===== config.mk =====
export PLATFORM = sky130hd
export DESIGN_NAME = stk_fixed_alu
export DESIGN_NICKNAME = d
export VERILOG_FILES = /design/src/rtl/stk_alu_pkg.sv /design/src/rtl/stk_cmd_decode.sv /design/src/rtl/stk_addsub.sv /design/src/rtl/stk_seq_mul.sv /design/src/rtl/stk_fixed_alu.sv
export SDC_FILE = /design/constraint.sdc
export NUM_CORES = 1
export LEC_CHECK = 0
export BUFFER_PORTS_ARGS = -buffer_cell sky130_fd_sc_hd__buf_4
export CAP_MARGIN = 10
export CORE_MARGIN = 2
export CORE_UTILIZATION = 25
export DETAILED_ROUTE_END_ITERATION = 16
export PLACE_DENSITY_LB_ADDON = 0.2
export SKIP_CTS_REPAIR_TIMING = 1
export SLEW_MARGIN = 20
export SYNTH_ARGS = -nofsm -noshare
export SYNTH_HDL_FRONTEND = slang
export SYNTH_SLANG_ARGS = --single-unit

===== constraint.sdc =====
create_clock -name clk -period 11.59 [get_ports clk]
set_input_delay 2.318 -clock clk [delete_from_list [all_inputs] [get_ports clk]]
set_output_delay 2.318 -clock clk [all_outputs]
set_load 0.01 [all_outputs]

===== src/rtl/stk_alu_pkg.sv =====
package stk_alu_pkg;

    // Operation codes carried in bits 6:0 of the command byte
    localparam logic [6:0] CODE_ADD  = 7'h2C;
    localparam logic [6:0] CODE_SUB  = 7'h2D;
    localparam logic [6:0] CODE_MULL = 7'h2E;
    localparam logic [6:0] CODE_NEG  = 7'h34;
    localparam logic [6:0] CODE_MULU = 7'h36;

    typedef enum logic [2:0] {
        OP_ADD,
        OP_SUB,
        OP_NEG,
        OP_MULL,
        OP_MULU
    } alu_op_e;

    typedef enum logic [1:0] {
        ST_IDLE,
        ST_ALU,
        ST_MUL
    } seq_st_e;

    typedef struct packed {
        logic sign;
        logic zero;
        logic carry;
        logic ovf;
    } flags_t;

endpackage


===== src/rtl/stk_cmd_decode.sv =====
module stk_cmd_decode
    import stk_alu_pkg::*;
(
    input  logic [7:0] cmd_byte,
    output logic       legal,
    output alu_op_e    op,
    output logic       svc_en
);

    always_comb begin
        svc_en = cmd_byte[7];
        legal  = 1'b1;
        op     = OP_ADD;
        case (cmd_byte[6:0])
            CODE_ADD:  op = OP_ADD;
            CODE_SUB:  op = OP_SUB;
            CODE_NEG:  op = OP_NEG;
            CODE_MULL: op = OP_MULL;
            CODE_MULU: op = OP_MULU;
            default:   legal = 1'b0;
        endcase
    end

endmodule


===== src/rtl/stk_addsub.sv =====
module stk_addsub
    import stk_alu_pkg::*;
#(
    parameter int W = 32
) (
    input  alu_op_e        op,
    input  logic [W-1:0]   a,
    input  logic [W-1:0]   b,
    output logic [W-1:0]   res,
    output logic           carry,
    output logic           ovf
);

    localparam logic [W-1:0] MIN_VAL = {1'b1, {(W-1){1'b0}}};

    logic [W:0] sum_w;
    logic [W:0] diff_w;
    logic       a_is_min;

    always_comb begin
        sum_w    = {1'b0, b} + {1'b0, a};
        diff_w   = {1'b0, b} - {1'b0, a};
        a_is_min = (a == MIN_VAL);
        res      = '0;
        carry    = 1'b0;
        ovf      = 1'b0;
        case (op)
            OP_ADD: begin
                res   = sum_w[W-1:0];
                carry = sum_w[W];
                ovf   = (a[W-1] == b[W-1]) && (sum_w[W-1] != b[W-1]);
            end
            OP_SUB: begin
                res   = diff_w[W-1:0];
                carry = diff_w[W];
                ovf   = a_is_min ||
                        ((a[W-1] != b[W-1]) && (diff_w[W-1] != b[W-1]));
            end
            OP_NEG: begin
                if (a_is_min) begin
                    res = a;
                    ovf = 1'b1;
                end else begin
                    res = '0 - a;
                end
            end
            default: begin
                res = '0;
            end
        endcase
    end

endmodule


===== src/rtl/stk_seq_mul.sv =====
module stk_seq_mul #(
    parameter int W = 32
) (
    input  logic           clk,
    input  logic           rst_n,
    input  logic           start,
    input  logic [W-1:0]   a,
    input  logic [W-1:0]   b,
    output logic           done,
    output logic [2*W-1:0] prod
);

    localparam int CW = $clog2(W);
    localparam logic [CW-1:0] LAST = CW'(W - 1);

    typedef struct packed {
        logic             run;
        logic             done;
        logic             neg;
        logic [CW-1:0]    cnt;
        logic [2*W-1:0]   acc;
        logic [2*W-1:0]   mcand;
        logic [W-1:0]     mplier;
    } mul_reg_t;

    mul_reg_t m_q, m_d;
    logic [W-1:0] a_mag, b_mag;

    always_comb begin
        a_mag = a[W-1] ? (~a + 1'b1) : a;
        b_mag = b[W-1] ? (~b + 1'b1) : b;
        m_d      = m_q;
        m_d.done = 1'b0;
        if (start) begin
            m_d.run    = 1'b1;
            m_d.cnt    = '0;
            m_d.acc    = '0;
            m_d.mcand  = {{W{1'b0}}, b_mag};
            m_d.mplier = a_mag;
            m_d.neg    = a[W-1] ^ b[W-1];
        end else if (m_q.run) begin
            if (m_q.mplier[0]) begin
                m_d.acc = m_q.acc + m_q.mcand;
            end
            m_d.mcand  = m_q.mcand << 1;
            m_d.mplier = m_q.mplier >> 1;
            m_d.cnt    = m_q.cnt + 1'b1;
            if (m_q.cnt == LAST) begin
                m_d.run  = 1'b0;
                m_d.done = 1'b1;
            end
        end
    end

    always_ff @(posedge clk) begin
        if (!rst_n) begin
            m_q <= '0;
        end else begin
            m_q <= m_d;
        end
    end

    assign done = m_q.done;
    assign prod = m_q.neg ? (~m_q.acc + 1'b1) : m_q.acc;

    AST_MUL_DONE_PULSE: assert property (@(posedge clk) disable iff (!rst_n)
        m_q.done |=> !m_q.done);
    AST_MUL_RUN_ON_START: assert property (@(posedge clk) disable iff (!rst_n)
        start |=> (m_q.run && m_q.cnt == '0));
    AST_MUL_NO_RESTART: assert property (@(posedge clk) disable iff (!rst_n)
        start |-> (!m_q.run && !m_q.done));

endmodule


===== src/rtl/stk_fixed_alu.sv =====
module stk_fixed_alu
    import stk_alu_pkg::*;
#(
    parameter int W     = 32,
    parameter int DEPTH = 4
) (
    input  logic         clk,
    input  logic         rst_n,
    input  logic         cmd_valid,
    input  logic [7:0]   cmd_byte,
    input  logic         push_valid,
    input  logic [W-1:0] push_data,
    output logic         busy,
    output logic [W-1:0] tos,
    output logic [W-1:0] nos,
    output logic         flag_sign,
    output logic         flag_zero,
    output logic         flag_carry,
    output logic         flag_ovf,
    output logic         svc_req
);

    localparam logic [W-1:0] MIN_VAL = {1'b1, {(W-1){1'b0}}};

    typedef struct packed {
        seq_st_e                   st;
        alu_op_e                   op;
        logic                      sr;
        logic [DEPTH-1:0][W-1:0]   stk;
        flags_t                    flg;
        logic                      svc;
    } top_reg_t;

    top_reg_t r_q, r_d;

    logic           dec_legal;
    alu_op_e        dec_op;
    logic           dec_sr;
    logic           accept;
    logic           push_ok;
    logic           mul_start;
    logic           mul_done;
    logic [2*W-1:0] mul_prod;
    logic [W-1:0]   as_res;
    logic           as_carry;
    logic           as_ovf;
    logic [W-1:0]   fin_res;
    logic           fin_carry;
    logic           fin_ovf;
    logic           op_min;
    logic           finish;

    stk_cmd_decode i_dec (
        .cmd_byte (cmd_byte),
        .legal    (dec_legal),
        .op       (dec_op),
        .svc_en   (dec_sr)
    );

    stk_addsub #(.W(W)) i_addsub (
        .op    (r_q.op),
        .a     (r_q.stk[0]),
        .b     (r_q.stk[1]),
        .res   (as_res),
        .carry (as_carry),
        .ovf   (as_ovf)
    );

    stk_seq_mul #(.W(W)) i_mul (
        .clk   (clk),
        .rst_n (rst_n),
        .start (mul_start),
        .a     (r_q.stk[0]),
        .b     (r_q.stk[1]),
        .done  (mul_done),
        .prod  (mul_prod)
    );

    assign accept    = (r_q.st == ST_IDLE) && cmd_valid && dec_legal;
    assign push_ok   = (r_q.st == ST_IDLE) && push_valid && !accept;
    assign mul_start = accept && ((dec_op == OP_MULL) || (dec_op == OP_MULU));
    assign finish    = (r_q.st == ST_ALU) || ((r_q.st == ST_MUL) && mul_done);

    // Result selection at completion
    always_comb begin
        op_min    = (r_q.stk[0] == MIN_VAL) || (r_q.stk[1] == MIN_VAL);
        fin_res   = as_res;
        fin_carry = as_carry;
        fin_ovf   = as_ovf;
        if (r_q.op == OP_MULL) begin
            fin_carry = 1'b0;
            fin_res   = op_min ? MIN_VAL : mul_prod[W-1:0];
            fin_ovf   = op_min || (mul_prod[2*W-1:W] != '0);
        end else if (r_q.op == OP_MULU) begin
            fin_carry = 1'b0;
            fin_res   = mul_prod[2*W-1:W];
            fin_ovf   = op_min;
        end
    end

    // Next-state computation
    always_comb begin
        r_d = r_q;
        case (r_q.st)
            ST_IDLE: begin
                if (accept) begin
                    r_d.st  = mul_start ? ST_MUL : ST_ALU;
                    r_d.op  = dec_op;
                    r_d.sr  = dec_sr;
                    r_d.svc = 1'b0;
                end else if (push_ok) begin
                    r_d.stk[0] = push_data;
                    for (int i = 1; i < DEPTH; i++) begin
                        r_d.stk[i] = r_q.stk[i-1];
                    end
                end
            end
            default: begin
                if (finish) begin
                    r_d.stk[0] = fin_res;
                    if (r_q.op != OP_NEG) begin
                        for (int i = 1; i < DEPTH - 1; i++) begin
                            r_d.stk[i] = r_q.stk[i+1];
                        end
                        r_d.stk[DEPTH-1] = r_q.stk[0];
                    end
                    r_d.flg.sign  = fin_res[W-1];
                    r_d.flg.zero  = (fin_res == '0);
                    r_d.flg.carry = fin_carry;
                    r_d.flg.ovf   = fin_ovf;
                    r_d.svc       = r_q.sr;
                    r_d.st        = ST_IDLE;
                end
            end
        endcase
    end

    always_ff @(posedge clk) begin
        if (!rst_n) begin
            r_q <= '0;
        end else begin
            r_q <= r_d;
        end
    end

    assign busy       = (r_q.st != ST_IDLE);
    assign tos        = r_q.stk[0];
    assign nos        = r_q.stk[1];
    assign flag_sign  = r_q.flg.sign;
    assign flag_zero  = r_q.flg.zero;
    assign flag_carry = r_q.flg.carry;
    assign flag_ovf   = r_q.flg.ovf;
    assign svc_req    = r_q.svc;

    AST_BUSY_ON_ACCEPT: assert property (@(posedge clk) disable iff (!rst_n)
        (!busy && cmd_valid && dec_legal) |=> busy);
    AST_ALU_ONE_CYCLE: assert property (@(posedge clk) disable iff (!rst_n)
        (r_q.st == ST_ALU) |=> !busy);
    AST_HOLD_WHILE_MUL: assert property (@(posedge clk) disable iff (!rst_n)
        ((r_q.st == ST_MUL) && !mul_done) |=> $stable(r_q.stk));
    AST_NEG_MIN_KEEP: assert property (@(posedge clk) disable iff (!rst_n)
        ((r_q.st == ST_ALU) && (r_q.op == OP_NEG) && (r_q.stk[0] == MIN_VAL))
        |=> ((tos == MIN_VAL) && flag_ovf));
    AST_ADD_RESULT: assert property (@(posedge clk) disable iff (!rst_n)
        ((r_q.st == ST_ALU) && (r_q.op == OP_ADD))
        |=> (tos == $past(r_q.stk[0]) + $past(r_q.stk[1])));
    AST_ZERO_FLAG: assert property (@(posedge clk) disable iff (!rst_n)
        $fell(busy) |-> (flag_zero == (tos == '0)));
    AST_SIGN_FLAG: assert property (@(posedge clk) disable iff (!rst_n)
        $fell(busy) |-> (flag_sign == tos[W-1]));
    AST_SVC_CLEAR: assert property (@(posedge clk) disable iff (!rst_n)
        $rose(busy) |-> !svc_req);

endmodule


# Word-level counts from Yosys, hierarchy flattened
# Cells that the tools add are included.
# totals
regBits	307
wordCells	123
out_inout_bits	70
in_bits	44
# op_classes
n_mux	33
reduce_logical	31
n_eq_ne	24
addsub	8
bitwise_logic	7
# op_table
cell	count
$mux W128	3
$mux W32	6
$mux W64	3
$mux W133	1
$mux W96	1
$pmux W32 S3	1
$add A32 B1 Y32 const B	2
$add A64 B1 Y64 const B	1
$add A64 B64 Y64	1
$eq A32 B32 Y1 const B	2
$not A32 Y32	2
$not A64 Y64	1
$eq A7 B6 Y1 const B	5
$add A32 B32 Y33	1
$sub A32 B32 Y33	1
$logic_not A32 Y1	1
$reduce_bool A32 Y1	1
$sub A1 B32 Y32 const A	1
$pmux W3 S4	1
$mux W2	5
$eq A3 B2 Y1 const B	3
$mux W1	9
$logic_and A1 B1 Y1	8
$reduce_and A2 Y1	4
other kinds (25)	39

# Longest topological paths before layout
# depth
word_depth	9
ltp_mapped	17

# Modules after synthesis
# Synthesis repeated with hierarchy kept, for this count alone.
# unflattened
hier_cells	3223
hier_area_um2	24905.1
# modules_own_cells
mod	cells_per_inst	n_inst	area_each_um2	seq_area_each_um2
stk_seq_mul	1623	1	12655.9	3363.2
stk_fixed_alu	927	1	7846.3	2782.7
stk_addsub	658	1	4302.9	0.0
stk_cmd_decode	15	1	100.1	0.0

# Least setup slack after synthesis
# OpenSTA, ideal clock, no wires.
# synth_timing
path_type	input port to flip-flop
from	in cmd_byte[5]
to	reg r_q (netlist bit nos[10])
setup_time_ns	0.132
cell_stages	12
arrival_time_ns	4.238
setup_slack_ns	7.220
required_ns	11.458
cell_sequence	nand2_1 > nor2_1 > nand3b_1 > a21oi_1 > o211ai_1 > a21boi_0 > clkbuf_1 > nand2_1 > clkbuf_1 > buf_1 > a221oi_1 > nor3_1
# synth_between
elab_chain_len	8
elab_cells_between_ends	13
# synth_lines
element	line_no	source
from (decl)	stk_fixed_alu.sv:10	input logic [7:0] cmd_byte,
$eq A7 B6 Y1	stk_cmd_decode.sv:14	case (cmd_byte[6:0])
$reduce_or A5 Y1 (no line) *	-	
$mux W1 *	stk_cmd_decode.sv:14	
$logic_and A1 B1 Y1 *	stk_fixed_alu.sv:79	assign accept = (r_q.st == ST_IDLE) && cmd_valid && dec_legal;
$logic_not A1 Y1	stk_fixed_alu.sv:80	assign push_ok = (r_q.st == ST_IDLE) && push_valid && !accept;
$logic_and A1 B1 Y1	stk_fixed_alu.sv:80	
$ne A2 B2 Y1 (no line)	-	
$reduce_and A4 Y1 (no line) *	-	
to (signal assigned)	stk_fixed_alu.sv:142	r_q <= r_d;
to (decl)	stk_fixed_alu.sv:34	top_reg_t r_q, r_d;
# Every way passes the cells marked *; elsewhere a longest branch is shown, timed or not.
# A chain may end at the register's enable or synchronous reset.

# Final worst setup path
# layout_timing
from	reg r_q (netlist bit tos[1])
to	reg r_q (netlist bit flag_zero)
# layout_between
elab_chain_len	6
elab_cells_between_ends	11
# layout_lines
element	line_no	source
$sub A1 B32 Y32 / $eq A32 B32 Y1 (equally long branches)	stk_addsub.sv:44, stk_addsub.sv:23, stk_fixed_alu.sv:86	
$mux W32	stk_addsub.sv:40	if (a_is_min) begin
$pmux W32 S3	stk_addsub.sv:27	case (op)
$mux W32	stk_fixed_alu.sv:94	end else if (r_q.op == OP_MULU) begin
$mux W32 *	stk_fixed_alu.sv:90	if (r_q.op == OP_MULL) begin
$logic_not A32 Y1 *	stk_fixed_alu.sv:128	r_d.flg.zero = (fin_res == '0);
# Marked as above.

==> results.yml <==
floorplan:
  die_area_um2: 98970
  die-height_um: 314.6
  pin_count: 114
  start_util: 0.2531
  die_x_um: 314.6
  core_um2: 95290
  num_rows: 113
grt:
  grt_antenna_before_repair: 0
  grt_max_degree: 117
  met3_usage: 0.03155
  grt_pass1_wl_um: 148200
  grt_util_all_layers: 0.1936
  grt_overflow: 0
  grt.busiest_layer: "met1"
  grt_use_met2: 0.2809
  met1_usage: 0.2850
  grt_pass1_vias: 22510
power_and_ir_drop:
  p_total_mw: 3.128
  p_per_area_nw_per_um2: 115.5
  irDropWorstVdd_v: 0.00009689
  p_leak_nw: 10.53
critical_path:
  max_stage_delay_ns: 0.95
  worst-r2r-cell-count: 14
  cp_slowest_cell: "o41ai_1"
  worstPathMaxFanout: 11
  crit_type: "reg2reg"
  crit_buf_inv: 1
  startpoint_type: "flop"
  critPathArrivalTime_ns: 6.00
  crit_cells: 14
  cp_top_family: "compound AO/OA/AOI/OAI gates"
  crit_path_cell_trace: "inv_1, ha_1, nand2b_1, a21o_1, a211oi_1, nor3_1, o41ai_1, a21oi_1, o41a_1, xnor2_1, o21ai_0, a22oi_1, nor2_1, a32o_1"
  end_kind: "flop"
  worst_ep_required_time_ns: 12.07
route:
  finalWirelength_um: 98750
  avgRoutedWirePerCell_um: 22.41
  final_antenna_net_count: 0
  detail_route.iter0.violations: 2134
  detail_route.first_pass.iterations: 8
  num_vias: 23940
  drc_errors: 0
  via_per_inst: 5.434
synthesis:
  post-synth-top-count-cell: "nor2_1"
  synth-xor-area-share: 0.08134
  yosys_most_used_dff: "dfxtp_1"
  syn_inst: 3199
  synth_edf_count: 0
  synth_top_family_by_area: "compound AO/OA/AOI/OAI gates"
  yosysTopAreaCell: "dfxtp_1"
  yosysWarnings: 0
  synth_top_area_share: 0.2548
  synthTopCellsByCount: "386 x nor2_1, 307 x dfxtp_1, 265 x nand2_1, 214 x clkbuf_1, 212 x a21oi_1"
  synth_area_leaders: "dfxtp_1 25%, ha_1 7.0%, nor2_1 6.0%"
  syn-num-nets: 3380
  synth_compound_area_frac: 0.2591
  async_reset_ff_frac: 0
  synth_seq_cells: 307
  synth.cell_area_um2: 24120
  seq_area_frac_synth: 0.2548
  synthAdderAreaFrac: 0.07201
  avgSynthCellArea_um2: 7.539
  synth_cell_types: 81
  synthMuxAreaShare: 0.04602
  yosys.area_share.simple: 0.2128
finish:
  nNetsFinal: 3291
  num-fill-cells: 10600
  syn_to_final_growth_pct: 12.27
  drive_gt1_frac: 0.09459
clock_tree:
  clk-insertion-delay-late_ns: 0.58
  numCtsBuffers: 41
  clock_path_buffers: 3
  cts_tree: "yes"
  cts_max_level: 2
  clkSlewWorstSetupHoldPaths_ns: 0.06
  clock-sinks: 307
  cts_root_buf: "clkbuf_16"
hold_path:
  holdPathStages: 2
  hp-class: "reg2reg"
timing:
  rsz0062_at_grt: "no"
  fmax_mhz: 181.2
  hold_slack_ns: 0.4824
  max_slew_margin: 0.3199
  final_max_slew_viol_count: 0
  fin_crit_ns: 5.519
  layout_setup_ws_ns: 6.071
  fin_worst_skew_ns: 0.03011
  tns_ns: 0
  setup_viol: 0
  worstMarginPinSlew_ns: 1.007
  finalCritPeriodShare: 0.4762
  hold_viol_final: 0
place:
  dp_hpwl_um: 73390
  gp_congestion: 0.9786
  place_ws_ns: 6.010
  portBuffers: 113
outcome:
  status: "completed"
flow_run:
  maxCapViolCount: 0
## layout by cell type, fill, tap and decap left out, drive strengths merged, types with 25 or more instances in the layout
cell / instances
a211oi: 107
a21o: 44
a21oi: 212
a221oi: 115
buf: 180
clkbuf: 56
dfxtp: 307
ha: 134
inv: 93
mux2i: 103
nand2: 265
nand2b: 32
nand3: 48
nand4: 26
nor2: 386
nor2b: 31
nor3: 144
nor4: 31
o211ai: 30
o21ai: 161
o31ai: 36
o41ai: 25
or3: 28
or4: 31
xnor2: 159
xor2: 65
## stage by stage
stage	instances	area (µm²)	utilization
5_1_grt	4405	27070	0.2841
3_3_place_gp	4332	25680	0.2694
6_report	4406	27080	0.2841
4_1_cts	4405	27070	0.2841
2_1_floorplan	3199	24120	-
3_5_place_dp	4332	25680	0.2694
## layout make-up
type / count / area (µm²) / share of cell area
multi-input combinational: 2488 / 16240 / 0.5997
sequential: 307 / 6152 / 0.2272
inverter: 92 / 350.3 / 0.01294
tap: 1265 / 1583 / 0.05845
clock buffer: 56 / 1172 / 0.04330
antenna: 1 / 2.502 / 0.00009242
timing repair buffer: 180 / 1351 / 0.04991
clock inverter: 17 / 226.5 / 0.008364
## power by group
| part | leakage [nW] | switching, mW | total [mW] | internal (mW) |
|---|---|---|---|---|
| clock network | 0.689 | 0.516 | 1.33 | 0.818 |
| registers | 2.50 | 0.0620 | 1.15 | 1.09 |
| logic | 7.34 | 0.409 | 0.641 | 0.232 |
| total | 10.5 | 0.987 | 3.13 | 2.14 |
## path summary, 6_finish.rpt
kind	startpoint	end	slack, ns
max	tos[1]$_SDFFE_PN0P_	flag_zero$_SDFFE_PN0P_	6.07
min	flag_sign$_SDFFE_PN0P_	flag_sign$_SDFFE_PN0P_	0.48
max reg2reg	tos[1]$_SDFFE_PN0P_	flag_zero$_SDFFE_PN0P_	6.07
min reg2reg	flag_sign$_SDFFE_PN0P_	flag_sign$_SDFFE_PN0P_	0.48
## sequential cells by signal, indices dropped and copies added, names as in the netlist
register,flops
flag_ovf,1
svc_req,1
flag_carry,1
i_mul.done,1
flag_zero,1
flag_sign,1
r_q,70
nos,32
tos,32
i_mul.m_q,167
## metal layers
| metal | part of all wire | wire length, µm |
|---|---|---|
| met5 | 0 | 0 |
| met4 | 0.037 | 3616 |
| met3 | 0.069 | 6801 |
| met2 | 0.41 | 40680 |
| met1 | 0.48 | 47650 |
## cells by family (layout without fill, tap and decap cells)
logic type      count (synthesis)  after routing
other cells                     0              1
flops                         307            307
buf+inv                       404            345
compound gates                917            917
mux                           110            110
fa+ha+maj                     137            137
simple gates                 1100           1100
xor+xnor                      224            224
## worst register-to-register path, cell delays in order (launching register included)
cell	delay [ns]
dfxtp_1	0.75
inv_1	0.27
ha_1	0.37
nand2b_1	0.09
a21o_1	0.23
a211oi_1	0.57
nor3_1	0.18
o41ai_1	0.95
a21oi_1	0.23
o41a_1	0.54
xnor2_1	0.16
o21ai_0	0.09
a22oi_1	0.59
nor2_1	0.16
a32o_1	0.25
No activity file was read; power rests on OpenSTA's default activity.
